File: src/rtl/eep_pkg.sv
package eep_pkg;
    typedef enum logic [3:0] {
        S_IDLE,
        S_CMD,
        S_CMD_ACK,
        S_ADDR,
        S_ADDR_ACK,
        S_WDATA,
        S_WDATA_ACK,
        S_RDATA,
        S_RDATA_ACK
    } eep_state_e;

    localparam logic [3:0] DEV_CODE = 4'b1010;
endpackage

File: src/rtl/eep_bus_cond.sv
module eep_bus_cond #(
    parameter int SYNC = 2
) (
    input  logic clk,
    input  logic rst_n,
    input  logic scl_i,
    input  logic sda_i,
    output logic scl_s,
    output logic sda_s,
    output logic scl_rise,
    output logic scl_fall,
    output logic start_det,
    output logic stop_det
);
    logic [SYNC-1:0] scl_q, sda_q;
    logic            scl_p, sda_p;

    always_ff @(posedge clk or negedge rst_n) begin
        if (!rst_n) begin
            scl_q <= '1;
            sda_q <= '1;
            scl_p <= 1'b1;
            sda_p <= 1'b1;
        end else begin
            scl_q <= {scl_q[SYNC-2:0], scl_i};
            sda_q <= {sda_q[SYNC-2:0], sda_i};
            scl_p <= scl_q[SYNC-1];
            sda_p <= sda_q[SYNC-1];
        end
    end

    assign scl_s     = scl_q[SYNC-1];
    assign sda_s     = sda_q[SYNC-1];
    assign scl_rise  = scl_s & ~scl_p;
    assign scl_fall  = ~scl_s & scl_p;
    assign start_det = scl_s & scl_p & sda_p & ~sda_s;
    assign stop_det  = scl_s & scl_p & ~sda_p & sda_s;
endmodule

File: src/rtl/eep_addr_ctr.sv
module eep_addr_ctr #(
    parameter  int MEM_BYTES  = 256,
    parameter  int PAGE_BYTES = 8,
    localparam int AW         = $clog2(MEM_BYTES),
    localparam int PW         = $clog2(PAGE_BYTES)
) (
    input  logic          clk,
    input  logic          rst_n,
    input  logic          load,
    input  logic [AW-1:0] load_val,
    input  logic          inc_rd,
    input  logic          inc_wr,
    output logic [AW-1:0] addr
);
    localparam bit          ROLL     = (MEM_BYTES > 128);
    localparam logic [AW-1:0] TOP    = AW'(MEM_BYTES - 1);
    localparam logic [PW-1:0] ONE_LO = PW'(1);

    always_ff @(posedge clk or negedge rst_n) begin
        if (!rst_n) begin
            addr <= '0;
        end else if (load) begin
            addr <= load_val;
        end else if (inc_wr) begin
            addr[PW-1:0] <= addr[PW-1:0] + ONE_LO;
        end else if (inc_rd) begin
            if (ROLL || addr != TOP) addr <= addr + AW'(1);
        end
    end

    // page entry never disturbs the page bits
    a_r4_page_wrap: assert property (@(posedge clk) disable iff (!rst_n)
        (inc_wr && !load) |=> $stable(addr[AW-1:PW]));

    // the small build holds at the top address
    a_r9_no_roll: assert property (@(posedge clk) disable iff (!rst_n)
        (!ROLL && inc_rd && !load && !inc_wr && addr == TOP) |=> (addr == TOP));
endmodule

File: src/rtl/eep_page_buf.sv
module eep_page_buf #(
    parameter  int PAGE_BYTES = 8,
    localparam int PW         = $clog2(PAGE_BYTES)
) (
    input  logic                    clk,
    input  logic                    rst_n,
    input  logic                    clr,
    input  logic                    wr_en,
    input  logic [PW-1:0]           slot,
    input  logic [7:0]              wdata,
    output logic [PAGE_BYTES-1:0]   mask,
    output logic [8*PAGE_BYTES-1:0] data,
    output logic [PW:0]             count
);
    always_ff @(posedge clk or negedge rst_n) begin
        if (!rst_n)      count <= '0;
        else if (clr)    count <= '0;
        else if (wr_en)  count <= count + 1'b1;
    end

    for (genvar g = 0; g < PAGE_BYTES; g++) begin : g_slot
        always_ff @(posedge clk or negedge rst_n) begin
            if (!rst_n) begin
                mask[g]        <= 1'b0;
                data[8*g +: 8] <= '0;
            end else if (clr) begin
                mask[g]        <= 1'b0;
            end else if (wr_en && slot == PW'(g)) begin
                mask[g]        <= 1'b1;
                data[8*g +: 8] <= wdata;
            end
        end
    end

    // the controller never writes into a full page
    a_r5_no_overflow: assert property (@(posedge clk) disable iff (!rst_n)
        wr_en |-> (count != (PW+1)'(PAGE_BYTES)));
endmodule

File: src/rtl/eep_i2c_slave.sv
module eep_i2c_slave #(
    parameter  int MEM_BYTES  = 256,
    parameter  int PAGE_BYTES = 8,
    parameter  int SYNC       = 2,
    localparam int AW         = $clog2(MEM_BYTES),
    localparam int PW         = $clog2(PAGE_BYTES),
    localparam int PGW        = AW - PW
) (
    input  logic                    clk,
    input  logic                    rst_n,
    input  logic                    scl_i,
    input  logic                    sda_i,
    output logic                    sda_oe,
    output logic [AW-1:0]           mem_addr,
    input  logic [7:0]              mem_rdata,
    input  logic                    prog_busy,
    output logic                    prog_req,
    output logic [PGW-1:0]          prog_page,
    output logic [PAGE_BYTES-1:0]   prog_mask,
    output logic [8*PAGE_BYTES-1:0] prog_data
);
    import eep_pkg::*;

    eep_state_e state, nxt;
    logic       scl_s, sda_s, scl_rise, scl_fall, start_det, stop_det;
    logic [3:0] bitcnt;
    logic [7:0] shreg;
    logic       sda_low, mack, wr_armed;
    logic [PGW-1:0] page_r;
    logic       ctr_load, ctr_inc_rd, ctr_inc_wr, buf_clr, buf_wr, issue;
    logic [PW:0] buf_count;

    eep_bus_cond #(.SYNC(SYNC)) u_cond (
        .clk(clk), .rst_n(rst_n), .scl_i(scl_i), .sda_i(sda_i),
        .scl_s(scl_s), .sda_s(sda_s), .scl_rise(scl_rise), .scl_fall(scl_fall),
        .start_det(start_det), .stop_det(stop_det)
    );

    eep_addr_ctr #(.MEM_BYTES(MEM_BYTES), .PAGE_BYTES(PAGE_BYTES)) u_ctr (
        .clk(clk), .rst_n(rst_n), .load(ctr_load), .load_val(shreg[AW-1:0]),
        .inc_rd(ctr_inc_rd), .inc_wr(ctr_inc_wr), .addr(mem_addr)
    );

    eep_page_buf #(.PAGE_BYTES(PAGE_BYTES)) u_buf (
        .clk(clk), .rst_n(rst_n), .clr(buf_clr), .wr_en(buf_wr),
        .slot(mem_addr[PW-1:0]), .wdata(shreg), .mask(prog_mask),
        .data(prog_data), .count(buf_count)
    );

    // next state and strobes
    always_comb begin
        nxt        = state;
        ctr_load   = 1'b0;
        ctr_inc_rd = 1'b0;
        ctr_inc_wr = 1'b0;
        buf_clr    = 1'b0;
        buf_wr     = 1'b0;
        issue      = 1'b0;
        if (start_det) begin
            nxt     = S_CMD;
            buf_clr = 1'b1;
        end else if (stop_det) begin
            nxt   = S_IDLE;
            issue = wr_armed;
        end else begin
            unique case (state)
                S_IDLE: ;
                S_CMD: if (scl_fall && bitcnt == 4'd8)
                    nxt = (shreg[7:4] == DEV_CODE && !prog_busy) ? S_CMD_ACK : S_IDLE;
                S_CMD_ACK: if (scl_fall) begin
                    if (shreg[0]) begin
                        nxt        = S_RDATA;
                        ctr_inc_rd = 1'b1;
                    end else begin
                        nxt = S_ADDR;
                    end
                end
                S_ADDR: if (scl_fall && bitcnt == 4'd8) begin
                    nxt      = S_ADDR_ACK;
                    ctr_load = 1'b1;
                end
                S_ADDR_ACK: if (scl_fall) nxt = S_WDATA;
                S_WDATA: if (scl_fall && bitcnt == 4'd8) begin
                    if (buf_count != (PW+1)'(PAGE_BYTES)) begin
                        nxt        = S_WDATA_ACK;
                        buf_wr     = 1'b1;
                        ctr_inc_wr = 1'b1;
                    end else begin
                        nxt = S_IDLE;
                    end
                end
                S_WDATA_ACK: if (scl_fall) nxt = S_WDATA;
                S_RDATA: if (scl_fall && bitcnt == 4'd8) nxt = S_RDATA_ACK;
                S_RDATA_ACK: if (scl_fall) begin
                    if (mack) begin
                        nxt        = S_RDATA;
                        ctr_inc_rd = 1'b1;
                    end else begin
                        nxt = S_IDLE;
                    end
                end
                default: nxt = S_IDLE;
            endcase
        end
    end

    // state register
    always_ff @(posedge clk or negedge rst_n) begin
        if (!rst_n) state <= S_IDLE;
        else        state <= nxt;
    end

    // shifter, line drive and request outputs
    always_ff @(posedge clk or negedge rst_n) begin
        if (!rst_n) begin
            bitcnt   <= '0;
            shreg    <= '0;
            sda_low  <= 1'b0;
            mack     <= 1'b0;
            wr_armed <= 1'b0;
            page_r   <= '0;
            prog_req <= 1'b0;
        end else begin
            prog_req <= issue;
            if (ctr_load) page_r <= shreg[AW-1:PW];
            if (start_det || stop_det) wr_armed <= 1'b0;
            else if (buf_wr)           wr_armed <= 1'b1;

            if (start_det || stop_det) begin
                bitcnt  <= '0;
                sda_low <= 1'b0;
            end else begin
                unique case (state)
                    S_CMD, S_ADDR, S_WDATA: begin
                        if (scl_rise && bitcnt != 4'd8) begin
                            shreg  <= {shreg[6:0], sda_s};
                            bitcnt <= bitcnt + 4'd1;
                        end else if (scl_fall && bitcnt == 4'd8) begin
                            bitcnt  <= '0;
                            sda_low <= (nxt != S_IDLE);
                        end
                    end
                    S_CMD_ACK, S_ADDR_ACK, S_WDATA_ACK, S_RDATA_ACK: begin
                        if (state == S_RDATA_ACK && scl_rise) mack <= ~sda_s;
                        if (scl_fall) begin
                            if (nxt == S_RDATA) begin
                                shreg   <= mem_rdata;
                                sda_low <= ~mem_rdata[7];
                            end else begin
                                sda_low <= 1'b0;
                            end
                        end
                    end
                    S_RDATA: begin
                        if (scl_rise && bitcnt != 4'd8) begin
                            bitcnt <= bitcnt + 4'd1;
                        end else if (scl_fall) begin
                            if (bitcnt == 4'd8) begin
                                bitcnt  <= '0;
                                sda_low <= 1'b0;
                            end else begin
                                shreg   <= {shreg[6:0], 1'b0};
                                sda_low <= ~shreg[6];
                            end
                        end
                    end
                    default: ;
                endcase
            end
        end
    end

    assign sda_oe    = sda_low;
    assign prog_page = page_r;

    // a command is only acknowledged when busy was low at the decision
    a_r10_busy_nack: assert property (@(posedge clk) disable iff (!rst_n)
        (state == S_CMD_ACK && $past(state) == S_CMD) |-> !$past(prog_busy));

    // the request is a single-cycle pulse
    a_r6_req_pulse: assert property (@(posedge clk) disable iff (!rst_n)
        prog_req |=> !prog_req);

    // a request always carries at least one filled slot
    a_r6_req_mask: assert property (@(posedge clk) disable iff (!rst_n)
        prog_req |-> (prog_mask != '0));

    // the line drive moves only in the low phase of SCL
    a_r11_drive_low_phase: assert property (@(posedge clk) disable iff (!rst_n)
        (sda_oe != $past(sda_oe)) |-> !scl_s);
endmodule

File: config.mk
export PLATFORM = sky130hd
export DESIGN_NAME = eep_i2c_slave
export DESIGN_NICKNAME = d
export VERILOG_FILES = /design/src/rtl/eep_pkg.sv /design/src/rtl/eep_bus_cond.sv /design/src/rtl/eep_addr_ctr.sv /design/src/rtl/eep_page_buf.sv /design/src/rtl/eep_i2c_slave.sv
export SDC_FILE = /design/constraint.sdc
export NUM_CORES = 1
export LEC_CHECK = 0
export CAP_MARGIN = 10
export CORE_ASPECT_RATIO = 0.8
export CORE_MARGIN = 5
export CORE_UTILIZATION = 55
export DETAILED_ROUTE_END_ITERATION = 6
export GPL_TIMING_DRIVEN = 0
export PLACE_DENSITY = 0.81
export SETUP_SLACK_MARGIN = 0.4
export SYNTH_ARGS = -nofsm -noshare
export SYNTH_HDL_FRONTEND = slang
export SYNTH_SLANG_ARGS = --single-unit
File: constraint.sdc
create_clock -name clk -period 7.05 [get_ports clk]
set_clock_uncertainty 0.05 [all_clocks]
set_input_delay 0.705 -clock clk [delete_from_list [all_inputs] [get_ports clk]]
set_output_delay 0.705 -clock clk [all_outputs]
set_load 0.02 [all_outputs]
==> results of run 1 <==
==> sequential cells by signal, indices dropped and copies added (netlist names) <==
signal and flops:
u_cond.sda_q 2, mack 1, shreg 8, u_cond.scl_q 2, state 4, u_buf.count 4, sda_oe 1, u_buf.data 64
u_buf.mask 8, u_cond.scl_p 1, bitcnt 4, u_ctr.addr 8, prog_page 5, wr_armed 1, prog_req 1, u_cond.sda_p 1
==> layout make-up <==
cell class	instances	area (um2)	share of cell area, %
flip-flops and latches	115	2890	41.1
repair buffers	100	1020	14.5
clock buffers	26	489	6.97
plain buffers	23	121	1.73
multi-input cells	296	2300	32.7
inverters	8	32.5	0.463
well taps	119	149	2.12
clock inverters	6	32.5	0.463
==> metal layers <==
layer  vias to the layer above  part of all wire (%)  GRT usage (%)
li1                       1811                     -              -
met1                      1981                    42           32.2
met2                       157                    48           40.3
met3                        17                   8.8           9.96
met4                         0                   1.1           6.69
met5                         -                     0              0
==> Yosys cell counts, types with 2 or more instances <==
master	n	area [um2]
dfstp_2	6	158
a221o_1	3	30.0
nor2b_1	10	62.6
a21oi_1	8	40.0
xor2_1	4	35.0
o21a_1	4	30.0
nor3_1	11	55.1
mux2_1	6	67.6
buf_2	7	35.0
dfrtp_1	109	2730
and2_1	2	12.5
nand3b_1	2	15.0
o21bai_1	2	15.0
and3b_1	3	26.3
clkbuf_1	12	45.0
nand4_1	2	12.5
nor2_1	12	45.0
o211a_1	2	20.0
o31ai_1	2	15.0
nor3b_1	4	30.0
and3_1	7	43.8
nand2b_1	6	37.5
nand3_2	2	20.0
nand3_1	20	100
buf_6	3	33.8
o211ai_1	8	60.1
nand2_2	3	18.8
xnor2_1	2	17.5
nor4b_1	2	17.5
a31oi_1	2	12.5
o21ai_0	13	65.1
ha_1	10	125
inv_1	7	26.3
a21o_1	5	37.5
nand2_1	46	173
mux2i_1	10	100
mux2_2	59	664
==> critical path, stage by stage, from the launching register on <==
cell and delay [ps]:
dfrtp_1 410, inv_1 70, ha_1 180, and3b_1 170, buf_4 170, and3_2 250
o31ai_1 500, o221ai_2 330, o211ai_1 250, nand3_1 110
==> power by group through the flow <==
stage	clock network, W	registers [W]	logic (W)
2_1_floorplan	0	0.000722	0.000114
4_1_cts	0.000763	0.000728	0.000211
6_report	0.000757	0.000730	0.000209
3_5_place_dp	0	0.000737	0.000206
5_1_grt	0.000800	0.000732	0.000228
3_3_place_gp	0	0.000737	0.000196
==> stage by stage <==
stage	utilization (%)	setup WS, ps	hold WS [ps]
floorplan	-	4780	295
global placement	67.7	985	297
detailed placement	67.9	4420	297
CTS	73.4	4420	284
global route	73.4	4250	309
finish	73.4	4410	263
==> cells by family (layout without fill, tap and decap cells) <==
family / count (synthesis) / after routing / synth area share (%)
multiplexers: 75 / 75 / 15.6
flip-flops: 115 / 115 / 54.1
AO/OA/AOI/OAI: 63 / 63 / 9.17
AND/OR/NAND/NOR: 142 / 142 / 14.9
buffers and inverters: 31 / 163 / 2.88
XOR/XNOR: 6 / 6 / 0.985
adder cells (fa/ha/maj): 10 / 10 / 2.35
==> how the worst min path moves through the flow <==
| stage | from | endpoint | slack (ps) | depth (start not counted) |
|---|---|---|---|---|
| finish | rst_n | u_buf.data[31] | 260 | 1 |
| floorplan | u_cond.scl_q[0] | u_cond.scl_q[1] | 300 | 0 |
| global route | u_cond.sda_q[0] | u_cond.sda_q[1] | 310 | 0 |
| detailed placement | u_cond.sda_q[0] | u_cond.sda_q[1] | 300 | 0 |
| CTS | rst_n | u_buf.data[31] | 280 | 1 |
| global placement | u_cond.scl_q[0] | u_cond.scl_q[1] | 300 | 0 |
==> metrics, run 1 <==
n_diodes=0; layout cells sized above 1=22.1%; wire length of the first global-routing pass=23000 um; final worst-path cycle share=37.5%; status=complete, no violations; Peak VDD IR=0.157 mV; full die area=11800 um2; CTS tree=yes; crit-path max FO=9; Die X=between 100 and 150 um; sequential power share=between 40% and 50%; CP endpoint=shreg[6]; DR WL/cell=20.3 um; kind of critical path=reg2reg; final hold violation count=0; worst skew pair latency=410 ps; Worst slew margin=~51%; Slew Limit Fails=0; cts repair resizes=0; FMAX=~380 MHz; Post-CTS Repair Setup Buffers=0; via count=3966; yosys warns=0; commonest non-fill, non-tap cells in the layout=109 x dfrtp_1, 98 x clkdlybuf4s50_1, 59 x mux2_2; synth unique cells=63; Num CTS Buffers=17; pin count of the biggest net entering global routing=70; required time of the worst setup path=7260 ps; drt first pass iters=5; Syn Nets=approximately 470; Layout area overhead=31.6%; gp weighted congestion=a little over 0.9; Top FF cell, synth=dfrtp_1; max-cap violations=0; Power, Total=~0.0017 W; DP HPWL=approximately 9400 um; total track usage=25.2%; EDFF count, synth=0; NetSw=~0.00047 W; DRC=0; Finish-stage setup viols=0; fin crit period=2640 ps; Vias/cell=5.72; final WL=14100 um; GRT overflow=0; Avg Cell Area, Syn=around 12 um2; FP Rows=32; Worst-path clk slew=50 ps; worst hold path class=in2async; commonest non-fill, non-tap cell in the layout=dfrtp_1; Crit. End Element=flip-flop; placed cells=about 660; P_leak=3.32 nW; #FFs+latches synth=115; synthesized area=about 5300 um2; crit path launch type=flip-flop; sw frac=around 28%; worst reg2reg path depth=9; final net count=584; worst-margin pin slew=738 ps; Worst R2R Start=bitcnt[0]; core area=9570 um2; Fill cells=~660; Final ANT Viol Nets=0; Root Driver=clkbuf_16; H-tree levels=4; vias in the first global route=4256; post-route setup TNS=0 ps; Non-Filler Instances=693; unrepaired setup endpoints after global routing=false; initial DRC count=303; Die Ht=98.1 um; Reg2Reg Setup Slack=4410 ps; antenna violations before repair=0; FF-to-FF End=shreg[6]; starting density of the core=a little under three fifths; Clock Power Share=44.6%; CTS Hold Buffers Added=0; IO Count=100; Comb power frac=12.3%; PD cells=241 nW/um2; Port Buf Inserts=99; clock sinks=115; Max Buffers Root-to-Sink=2; register area share after synthesis=a little over half; post-place instance area=6500 um2; synthesized instance count=between 400 and 500; Critical path origin=bitcnt[0]; Design Area, Final=roughly 7000 um2; ys async rst share=100%; Int Pwr=about 0.0012 W; crit path DAT=2860 ps
No activity file was read; power rests on OpenSTA's default activity.
==> inputs of run 2 (changes only) <==
--- a/config.mk
+++ b/config.mk
@@ -8,10 +8,10 @@
 export CAP_MARGIN = 10
 export CORE_ASPECT_RATIO = 0.8
 export CORE_MARGIN = 5
-export CORE_UTILIZATION = 55
+export CORE_UTILIZATION = 47
 export DETAILED_ROUTE_END_ITERATION = 6
 export GPL_TIMING_DRIVEN = 0
-export PLACE_DENSITY = 0.81
+export PLACE_DENSITY = 0.73
 export SETUP_SLACK_MARGIN = 0.4
 export SYNTH_ARGS = -nofsm -noshare
 export SYNTH_HDL_FRONTEND = slang
==> constraint.sdc (replaced) <==
create_clock -name clk -period 2.3 [get_ports clk]
set_clock_uncertainty 0.05 [all_clocks]
set_input_delay 0.23 -clock clk [delete_from_list [all_inputs] [get_ports clk]]
set_output_delay 0.23 -clock clk [all_outputs]
set_load 0.02 [all_outputs]
==> run 2 against run 1 <==
Compared with the run above:
- the flow now finishes with violations (setup timing)
- die area up 15%
- worst setup slack lost 4400 ps
- sequential cell count unchanged
- core utilization grew 1.3 points
- cell count is 12% higher
- critical path depth decreased by 1
- design area increased by 17%
- global-route usage fell by 1.0 points
- register-to-register slack got worse by 4400 ps
- clock-buffer cell count is 7 lower
- sequential share of layout area is 5.8 points lower
- critical endpoint is now shreg[5]
- largest cell class unchanged
==> metrics, run 2 (synthesis results as in run 1) <==
status=finished with violations; failing checks=setup timing; Biggest register=u_buf.data; commonest non-fill, non-tap cell in the layout=dfrtp_1; post-layout util=74.6% (+1.3 points); final WL=16900 um (+20%); NetSw=0.00159 W (+240%); n_diodes=0 (unchanged); worst-margin pin slew=836 ps (+98.7 ps); Hold Path Stages=1; IO Count=100 (unchanged); PnR worst setup slack=-32.5 ps (-4440 ps); DRC=0 (unchanged); sw frac=28.0% (+0.22 points); DP HPWL=9650 um (+2.4%); Worst slew margin=44.2% (-6.6 points); worst skew pair latency=410 ps (about the same); full die area=13600 um2 (+15%); Port Buf Inserts=99 (unchanged); Die X=129 um (+7.5%); worst hold path class=in2reg; placed cells=686 (+3.8%); CTS tree=yes; final net count=639 (+9.4%); clock sinks=115 (unchanged); Finish-stage setup viols=2 (+2); Worst Hold Path EP=u_cond.scl_q[0]; commonest non-fill, non-tap cells in the layout=107 x dfrtp_1, 97 x clkdlybuf4s50_1, 41 x nand2_1; H-tree levels=4 (unchanged); Reg2Reg Setup Slack=-30 ps (-4440 ps); final worst-path cycle share=101% (+64 points); Final ANT Viol Nets=0 (unchanged); Layout area overhead=53.6%; Slew Limit Fails=0 (unchanged); antenna violations before repair=0 (unchanged); post-route setup TNS=-60.4 ps (-60.4 ps); gp weighted congestion=0.877 (-4.0%); wire length of the first global-routing pass=25300 um (+9.7%); max reg flops=64 (unchanged); required time of the worst setup path=2520 ps (-4740 ps); Peak VDD IR=0.500 mV (+220%); initial DRC count=480 (+58%); worst hold margin=182 ps (-80.9 ps); drt first pass iters=5 (unchanged); vias in the first global route=4478 (+5.2%); crit path DAT=2550 ps (-310 ps); Num CTS Buffers=17 (unchanged); P_leak=3.78 nW (+14%); Comb power frac=13.6% (+1.3 points); fin crit period=2330 ps (-312 ps); FMAX=429 MHz (+13%); Vias/cell=5.82 (+1.7%); Non-Filler Instances=773 (+12%); Crit. End Element=flip-flop; Fill cells=660 (-0.45%); Die Ht=105 um (+7.3%); FP Rows=34 (+6.3%); crit path launch type=flip-flop; kind of critical path=reg2reg; critical hold path startpoint=scl_i; via count=4501 (+13%); unrepaired setup endpoints after global routing=true; Clock Power Share=46.9% (+2.3 points); Int Pwr=0.00409 W (+230%); max-cap violations=0 (unchanged); FF-to-FF End=shreg[5]; total track usage=24.2% (-1.0 points); starting density of the core=48.6% (-7.1 points); layout cells sized above 1=35.6% (+13 points); Worst-path clk slew=60 ps (about the same); final hold violation count=0 (unchanged); Max Buffers Root-to-Sink=2 (unchanged); PD cells=693 nW/um2 (+190%); DR WL/cell=21.9 um (+7.8%); worst reg2reg path depth=8 (-1); GRT overflow=0 (unchanged); sequential power share=39.5% (-3.6 points); Root Driver=clkbuf_16; crit-path max FO=8 (-1); pin count of the biggest net entering global routing=60 (-14%); core area=11000 um2 (+15%); Worst R2R Start=u_buf.count[0]
==> run 2: how the worst max path moves through the flow <==
stage                    from             end  cells past startpoint
6_report       u_buf.count[0]        shreg[5]                      8
5_1_grt             bitcnt[0]        shreg[0]                     10
3_3_place_gp            rst_n  u_buf.data[36]                      1
3_5_place_dp        bitcnt[0]          sda_oe                     10
4_1_cts             bitcnt[0]   u_buf.data[3]                     10
2_1_floorplan       bitcnt[0]          sda_oe                     10
==> run 2: worst max-delay path, cell delays in order, from the launching register on <==
cell and delay, ps:
dfrtp_1 350, inv_1 80, ha_1 200, and3b_1 200, nand2b_2 230, a2111oi_4 460
o221ai_4 240, o211ai_1 260, nand3_1 130
==> run 2: per-stage QoR <==
step,cell area (um2),total power (W),setup WS [ps]
global route,8190,0.00589,-113
global placement,6680,0.00289,-3340
detailed placement,6710,0.00292,-245
CTS,7860,0.00562,74.3
finish,8190,0.00568,-32.5
floorplan,5510,0.00258,99.5
==> run 2: timing repair <==
action | 4_1_cts | 5_1_grt
gates resized for setup | 51 | 34
setup endpoints to repair | 105 | 105
pin swaps | 8 | 15
buffers inserted | 28 | 18
hold endpoints to repair | 56 | 0
hold buffers | 1 | 0
cloned | 5 | 3
==> run 2: power by group through the flow <==
stage	combinational [W]	sequential [W]	clock (W)
floorplan	0.000366	0.00222	0
global placement	0.000633	0.00226	0
detailed placement	0.000656	0.00226	0
CTS	0.000709	0.00222	0.00269
global route	0.000831	0.00225	0.00281
finish	0.000772	0.00224	0.00267
==> run 2: area by class of cell <==
class	count	area [um2]	area share (%)
plain buffers	23	179	2.18
inverters	8	32.5	0.397
flip-flops and latches	115	2890	35.3
multi-input cells	300	2780	33.9
repair buffers	151	1530	18.7
clock buffers	19	443	5.41
clock inverters	13	160	1.95
well taps	144	180	2.20
==> run 2: per-layer routing <==
| layer | GRT usage (%) | wire [um] |
|---|---|---|
| met1 | 32.5 | 6960 |
| met2 | 37.2 | 7870 |
| met3 | 8.75 | 1520 |
| met4 | 6.67 | 601 |
| met5 | 0 | 0 |
